`config.mk`:
```
export PLATFORM = sky130hd
export DESIGN_NAME = rd_reply_tx
export DESIGN_NICKNAME = d
export VERILOG_FILES = /design/src/rtl/rd_reply_tx.sv
export SDC_FILE = /design/constraint.sdc
export NUM_CORES = 1
export LEC_CHECK = 0
export BUFFER_PORTS_ARGS = -buffer_cell sky130_fd_sc_hd__buf_2
export CORE_MARGIN = 2
export CORE_UTILIZATION = 56
export CTS_CLUSTER_SIZE = 24
export DETAILED_ROUTE_END_ITERATION = 8
export PLACE_DENSITY_LB_ADDON = 0.3
export SYNTH_ARGS = -nofsm -noshare
export SYNTH_HDL_FRONTEND = slang
export SYNTH_SLANG_ARGS = --single-unit
```
`constraint.sdc`:
```
create_clock -name clk -period 2.7 [get_ports clk]
set_input_delay 0.135 -clock clk [delete_from_list [all_inputs] [get_ports clk]]
set_output_delay 0.135 -clock clk [all_outputs]
set_load 0.03 [all_outputs]
```
`src/rtl/rd_reply_tx.sv`:
```
module rd_reply_tx #(
  parameter int CHAR_W = 8,
  parameter int ID_W   = 7
) (
  input  logic                  clk,
  input  logic                  rst_n,
  input  logic                  start_i,
  input  logic [2*CHAR_W-1:0]   rd_data_i,
  input  logic [ID_W-1:0]       chip_id_i,
  input  logic                  manch_en_i,
  output logic [1:0]            line_o,
  output logic                  oe_o,
  output logic                  rx_en_o
);

  localparam int SYM_W   = CHAR_W + 2;
  localparam int N_CHARS = 3;
  localparam int FRAME_W = N_CHARS * SYM_W;
  localparam int IDX_W   = $clog2(FRAME_W);
  localparam int CNT_W   = 7;

  localparam logic [CNT_W-1:0] E_OE_ON  = CNT_W'(7);
  localparam logic [CNT_W-1:0] E_TX     = CNT_W'(15);
  localparam logic [CNT_W-1:0] E_TX_END = CNT_W'(15 + FRAME_W);
  localparam logic [CNT_W-1:0] E_OE_OFF = CNT_W'(55);
  localparam logic [CNT_W-1:0] E_RX_ON  = CNT_W'(60);
  localparam logic [CNT_W-1:0] E_LAST   = CNT_W'(64);

  function automatic logic [FRAME_W-1:0] payload_mask();
    logic [FRAME_W-1:0] m;
    m = '0;
    for (int c = 0; c < N_CHARS; c++)
      for (int p = 1; p <= CHAR_W; p++)
        m[c*SYM_W + p] = 1'b1;
    return m;
  endfunction

  localparam logic [FRAME_W-1:0] PAY_MASK = payload_mask();

  logic               busy;
  logic [CNT_W-1:0]   cnt;
  logic [FRAME_W-1:0] frm_q, frm_d;
  logic               man_q;
  logic               accept;
  logic               in_tx;
  logic [IDX_W-1:0]   idx;
  logic               bit_v;
  logic               is_pay;

  assign accept = start_i && (!busy || cnt == E_LAST);

  for (genvar c = 0; c < N_CHARS; c++) begin : g_char
    if (c == 0) begin : g_id
      assign frm_d[c*SYM_W +: SYM_W] = {1'b1, CHAR_W'(chip_id_i), 1'b0};
    end else begin : g_data
      assign frm_d[c*SYM_W +: SYM_W] = {1'b1, rd_data_i[(c-1)*CHAR_W +: CHAR_W], 1'b0};
    end
  end

  always_ff @(posedge clk or negedge rst_n) begin
    if (!rst_n) begin
      busy  <= 1'b0;
      cnt   <= '0;
      frm_q <= '1;
      man_q <= 1'b0;
    end else if (accept) begin
      busy  <= 1'b1;
      cnt   <= '0;
      frm_q <= frm_d;
      man_q <= manch_en_i;
    end else if (busy) begin
      cnt <= cnt + 1'b1;
      if (cnt == E_LAST) busy <= 1'b0;
    end
  end

  assign in_tx   = busy && cnt >= E_TX && cnt < E_TX_END;
  assign idx     = IDX_W'(cnt - E_TX);
  assign bit_v   = in_tx ? frm_q[idx] : 1'b1;
  assign is_pay  = in_tx && PAY_MASK[idx];
  assign line_o  = (man_q && is_pay) ? {~bit_v, bit_v} : {bit_v, bit_v};
  assign oe_o    = busy && cnt >= E_OE_ON && cnt < E_OE_OFF;
  assign rx_en_o = !(busy && cnt < E_RX_ON);

  AST_RX_OFF_AFTER_START: assert property (@(posedge clk) disable iff (!rst_n)
    (start_i && !busy) |=> !rx_en_o);

  AST_IDLE_WHEN_UNDRIVEN: assert property (@(posedge clk) disable iff (!rst_n)
    !oe_o |-> line_o == 2'b11);

  AST_RELEASED_BEFORE_LISTEN: assert property (@(posedge clk) disable iff (!rst_n)
    $rose(rx_en_o) |-> !oe_o);

  AST_STROBE_IGNORED: assert property (@(posedge clk) disable iff (!rst_n)
    (busy && start_i && cnt != E_LAST) |=> cnt == $past(cnt) + 1'b1);

  AST_MODE_HELD: assert property (@(posedge clk) disable iff (!rst_n)
    (busy && !accept) |=> $stable(man_q));

endmodule

```
# Word-level counts from Yosys, hierarchy flattened
# Memory sizes are Yosys's and may differ from the RTL's.
# Index checks and enable logic that the tools add are counted.
# word_totals
romBits,32
n_memories,1
regBits,36
out_inout_bits,4
# classes
order_cmp,6
add_sub_neg,2
n_mux,10
n_reduce_logical,12
bitwise,1
eq_ne,1
# memory_table
memory,depth,width,rd,rd_ports_with_merged_regs,write_ports,line,source
(no name shown),32,1,1,0,0,80,assign is_pay = in_tx && PAY_MASK[idx];
# op_table
op,n
less-than comparator 7 x 6 -> 1 bit (second input constant),3
two-way mux 7 bit,2
logical AND 1 bit,8
adder 7 x 1 -> 7 bit (second input constant),1
equality test 7 bit (second input constant),1
greater-or-equal comparator 7 x 3 -> 1 bit (second input constant),1
greater-or-equal comparator 7 x 4 -> 1 bit (second input constant),1
less-than comparator 5 x 6 -> 1 bit (second input constant),1
two-way mux 1 bit,6
binary-select mux 1 bit (select 5 bit),1
subtractor 5 x 4 -> 5 bit (second input constant),1
zero test 1 bit,2
two-way mux 2 bit,1
nonzero test 2 bit,1
logical OR 1 bit,1
inverter 1 bit,1

# Logic depth before layout (Yosys ltp)
# logic_depth
ltp_word,6
ltp_mapped,10
depth_no_buf,8

# Least setup slack after synthesis
# Ideal clock, no wire load.
# synth_path
path_type,reg2out
startpoint,register cnt[0]
endpoint,output line_o[1]
path_slack_ns,0.239
t_arrival_ns,2.326
required_time_ns,2.565
n_path_buf,1
path_stages_with_launch,10
cell_sequence,dfrtp_1 inv_1 ha_1 buf_2 mux2_2 mux4_2 nor3_1 a41o_1 or3_1 nand3_1
# synth_between
elab_chain_cells,6
word_cells_on_any_way,14
classes_between,add/sub: 1; order compare: 2; mux: 5; bitwise: 1; reduce/logical: 4; memory: 1
# synth_rtl
element,line,source
from (decl),41,logic [CNT_W-1:0] cnt;
from (signal assigned),72,cnt <= cnt + 1'b1;
subtractor 5 x 4 -> 5 bit or greater-or-equal comparator 7 x 4 -> 1 bit (tied branches),"78, 77",
"memory (32 x 1 bit), or another cell as far along",--,
"two-way mux 1 bit (implied by the code), or another cell as far along",80,
logical AND 1 bit or two-way mux 1 bit (tied branches),"80, 79",
logical AND 1 bit or inverter 1 bit (tied branches),81,"assign line_o = (man_q && is_pay) ? {~bit_v, bit_v} : {bit_v, bit_v};"
two-way mux 2 bit (*),81,
to (decl),11,"output logic [1:0] line_o,"
# Mark *: on every way between the ends. The rest lies on a longest branch, timed or not. The select of a mux whose other input is x is not followed.

# Final worst setup path
# Same ends and word-level chain as after synthesis.

==> out/summary.md <==
Horizontal die dimension: 64.0 um. The maximum buffer depth of the clock tree was 2. The relative area change from synthesis to final layout works out to 16.1%. Measured against its own limit, the worst slew margin works out to 52.5%. After detailed routing, the number of vias per cell comes to 5.59.

In the synthesized netlist the dominant register cell turns out to be sky130_fd_sc_hd__dfstp_2. Dividing the detail-routed wire length by the instance count gives 15.9 um. Traced cell by cell, the critical path runs through ha_2 > xnor2_4 > mux4_2 > mux2i_1 > o211a_1 > or3_4 > nand3_2 > buf_6. The worst-case clock skew was 0.0137 ns; the total length of routed wires was 3930 um.

Setup violations remaining at the end of the flow were counted as 0. The largest single stage delay on the critical path is 0.54 ns. The logs give 33 for the total clock sinks and 0 for the number of antenna violations at the first check in global routing.

After the last flow step, the layout net total stands at 232. For the total congestion overflow after global routing, the log shows 0. STA classifies the critical path endpoint as an output pin.

Worst path buffer plus inverter count: 1. The antenna diode count was 0; the number of cells on the critical path was 8. Across every metal layer, demand over resource in global routing totals 21.8%. The tools report the number of rows created at floorplan as 21. The H-tree was split into 2 levels.

The most common library cell in the layout ignoring fill and taps was sky130_fd_sc_hd__buf_2. The final RePlAce weighted congestion is 0.939. The run gives 41 as the post-synthesis cell type count. Counting every net in the synthesized netlist gives 195. The share of flip-flops with an asynchronous set or reset after synthesis is 100%, and the total power density per cell area is 1420 nW/um2. The flow ran to the end, and the final reports show no timing, DRC or antenna violations.

The detailed router finished its first iteration with 86 violations. Number of maximum-capacitance constraint violations: 0. The wire-length estimate of the detail-placed layout is 2800 um. Counting cells, the worst reg-to-reg path comes to 4. The initial cell density of the core was 59.5%. The remaining number of nets flagged by the antenna check after routing was 0; the final period demand of the worst path was 2.67 ns. TritonCTS built the clock tree.

The area share of the largest cell type after synthesis is 31.2%. In this run the cell area of the synthesized design comes to 2020 um2. The die outline area is 4100 um2.

Type of origin of the critical path: a flip-flop. The cell taking the most area after synthesis is sky130_fd_sc_hd__dfstp_2. The total vias in the final route came out at 1381. In the layout the commonest cells are 29 x sky130_fd_sc_hd__buf_2, 24 x sky130_fd_sc_hd__dfstp_2, 21 x sky130_fd_sc_hd__mux2_4. Once layout is complete, the utilization of the core stands at 69.1%. At the worst endpoint, the required time is 2.57 ns.

Clock-pin slew was measured on the worst setup and hold paths at 0.10 ns. The count of flip-flops with a built-in enable after synthesis is 0. Final period utilization: 99.0%. For the maximum number of pins on one net before global-route repair, the log shows 34. The path class of the tightest hold or removal check is in2reg. The tools report the max-slew violation total from the final report as 0. The post-synthesis average cell area is 12.3 um2, and the maximum operating frequency is 374 MHz.

The number of warning messages in the yosys log was 0. Final-layout worst hold slack: 0.0205 ns. The synthesis-stage register bit count came out at 33.

The die is 64.0 um tall. Ranked by total cell area, the synthesized netlist is headed by sky130_fd_sc_hd__dfstp_2 31%, sky130_fd_sc_hd__mux2_4 14%, sky130_fd_sc_hd__dfrtp_1 11%. The largest fanout of any net on the critical path is 8.

The highest-delay cell along the critical path was sky130_fd_sc_hd__mux4_2. The first global-routing pass estimated 6840 um of wire. The number of top-level pins was 31; the fraction of final layout cells with drive strength greater than 1 was 58.2%. For the insertion delay to the later sink of the worst-skew pair, the log shows 0.34 ns. The cell depth of the worst min-delay path is 2.

Clock tree synthesis selected as its root buffer the cell sky130_fd_sc_hd__clkbuf_4. Summing the sequential cell areas from Yosys gives 42.4% of the chip area. The number of detailed-routing iterations run before antenna repair was 4. The area of the core was 3390 um2. Setup repair after global routing could not meet its margin everywhere. The number of remaining DRC errors was 0. After routing, the total negative slack on setup checks comes to 0 ns.

During placement, the flow inserted port buffers numbering 30. For the pin with the worst max-slew slack, the measured transition is 0.712 ns. The number of global-route vias before repair was 1445. By startpoint and endpoint, the worst setup path is classified as reg2out. The total clock buffers created by CTS is 5. Family with the most delay on the worst path: multiplexers. The logs give 0 for the number of endpoints with negative hold slack in the final report and 0.000611 V for the maximum VDD drop.

Data on the critical path arrives at its endpoint at 2.54 ns. Synthesis produced 164 cells. In this run the static leakage power is 0.00109 uW.
-- final cells by class --
cell class                      instances  area, um2
Multi-Input combinational cell        114       1100
Fill cell                             241       1050
Sequential cell                        33        860
Timing Repair Buffer                   42        249
Tap cell                               46       57.6
Clock buffer                            7       55.1
Inverter                                5       18.8
-- cell usage after synthesis, types with 4 or more instances --
| master | instances |
|---|---|
| sky130_fd_sc_hd__dfstp_2 | 24 |
| sky130_fd_sc_hd__mux2_4 | 19 |
| sky130_fd_sc_hd__nand2_1 | 11 |
| sky130_fd_sc_hd__dfrtp_1 | 9 |
| sky130_fd_sc_hd__a21oi_1 | 7 |
| sky130_fd_sc_hd__mux2_2 | 7 |
| sky130_fd_sc_hd__mux2i_1 | 7 |
| sky130_fd_sc_hd__o21ai_0 | 7 |
| sky130_fd_sc_hd__nor2_1 | 6 |
| sky130_fd_sc_hd__xnor2_1 | 6 |
| sky130_fd_sc_hd__inv_1 | 5 |
| sky130_fd_sc_hd__nand3_1 | 5 |
| sky130_fd_sc_hd__buf_4 | 4 |
| sky130_fd_sc_hd__ha_1 | 4 |
| sky130_fd_sc_hd__mux4_2 | 4 |
| sky130_fd_sc_hd__nor3_1 | 4 |
-- worst reg2reg max path, cell delays in order (launching register included) --
cell                      delay (ns)
sky130_fd_sc_hd__dfrtp_1        0.53
sky130_fd_sc_hd__or3_4          0.45
sky130_fd_sc_hd__o31ai_4        0.30
sky130_fd_sc_hd__nand2_4        0.29
sky130_fd_sc_hd__mux2_4         0.40
-- flip-flops by register name, indices dropped and copies added, names as in the netlist --
register / flops
busy: 1
cnt: 7
frm_q: 24
man_q: 1
-- layer usage --
layer / wire (um) / share of wire, % / global-route usage (%) / up-vias
li1: - / - / - / 663
met1: 1680 / 43 / 25.6 / 675
met2: 1990 / 51 / 38.3 / 37
met3: 190 / 4.8 / 4.93 / 6
met4: 65 / 1.7 / 8.70 / 0
met5: 0 / 0 / 0 / -
-- power by group --
| group | leakage, uW | switching (uW) | internal (uW) | total [uW] |
|---|---|---|---|---|
| clock | 0.0000314 | 159 | 123 | 281 |
| sequential | 0.000353 | 233 | 857 | 1090 |
| combinational | 0.000704 | 890 | 1080 | 1970 |
-- cell families (layout without fill, tap and decap cells) --
logic type | after synthesis | count (layout) | share of synthesized area (%)
AOI/OAI and AO/OA | 29 | 29 | 10.3
xor gates and xnor gates | 9 | 9 | 4.84
adders and majority gates | 4 | 4 | 2.48
buffers and inverters | 17 | 54 | 5.15
DFF | 33 | 33 | 42.4
muxes | 37 | 37 | 26.0
and+or+nand+nor | 35 | 35 | 8.87
-- timing repair --
| item | in CTS | in global routing |
|---|---|---|
| endpoints found under the setup margin | 2 | 2 |
| buffers inserted | 4 | 1 |
| resized for setup | 11 | 5 |
| hold buffers | 1 | 0 |
| pin swaps | 5 | 2 |
| hold endpoints to repair | 9 | 0 |
-- per-stage QoR --
step,instance area (um2),worst slack [ns],cells,total power [uW]
floorplan,2020,0.239,164,2480
global placement,2190,0.206,234,2740
detailed placement,2190,0.0711,234,2810
CTS,2320,-0.0167,246,3270
global route,2340,-0.0784,247,3570
finish,2340,0.0266,247,3340
-- final timing paths --
kind / to / slack [ns] / startpoint
worst max-delay path: line_o[1] / 0.03 / cnt[0]
worst min-delay path: man_q / 0.02 / manch_en_i
worst max register to register: man_q / 0.63 / cnt[4]
worst min register to register: frm_q[20] / 0.51 / frm_q[20]
max in group asynchronous: cnt[2] / 1.83 / rst_n
min in group asynchronous: cnt[6] / 0.37 / rst_n
No activity file was read; power rests on OpenSTA's default activity.
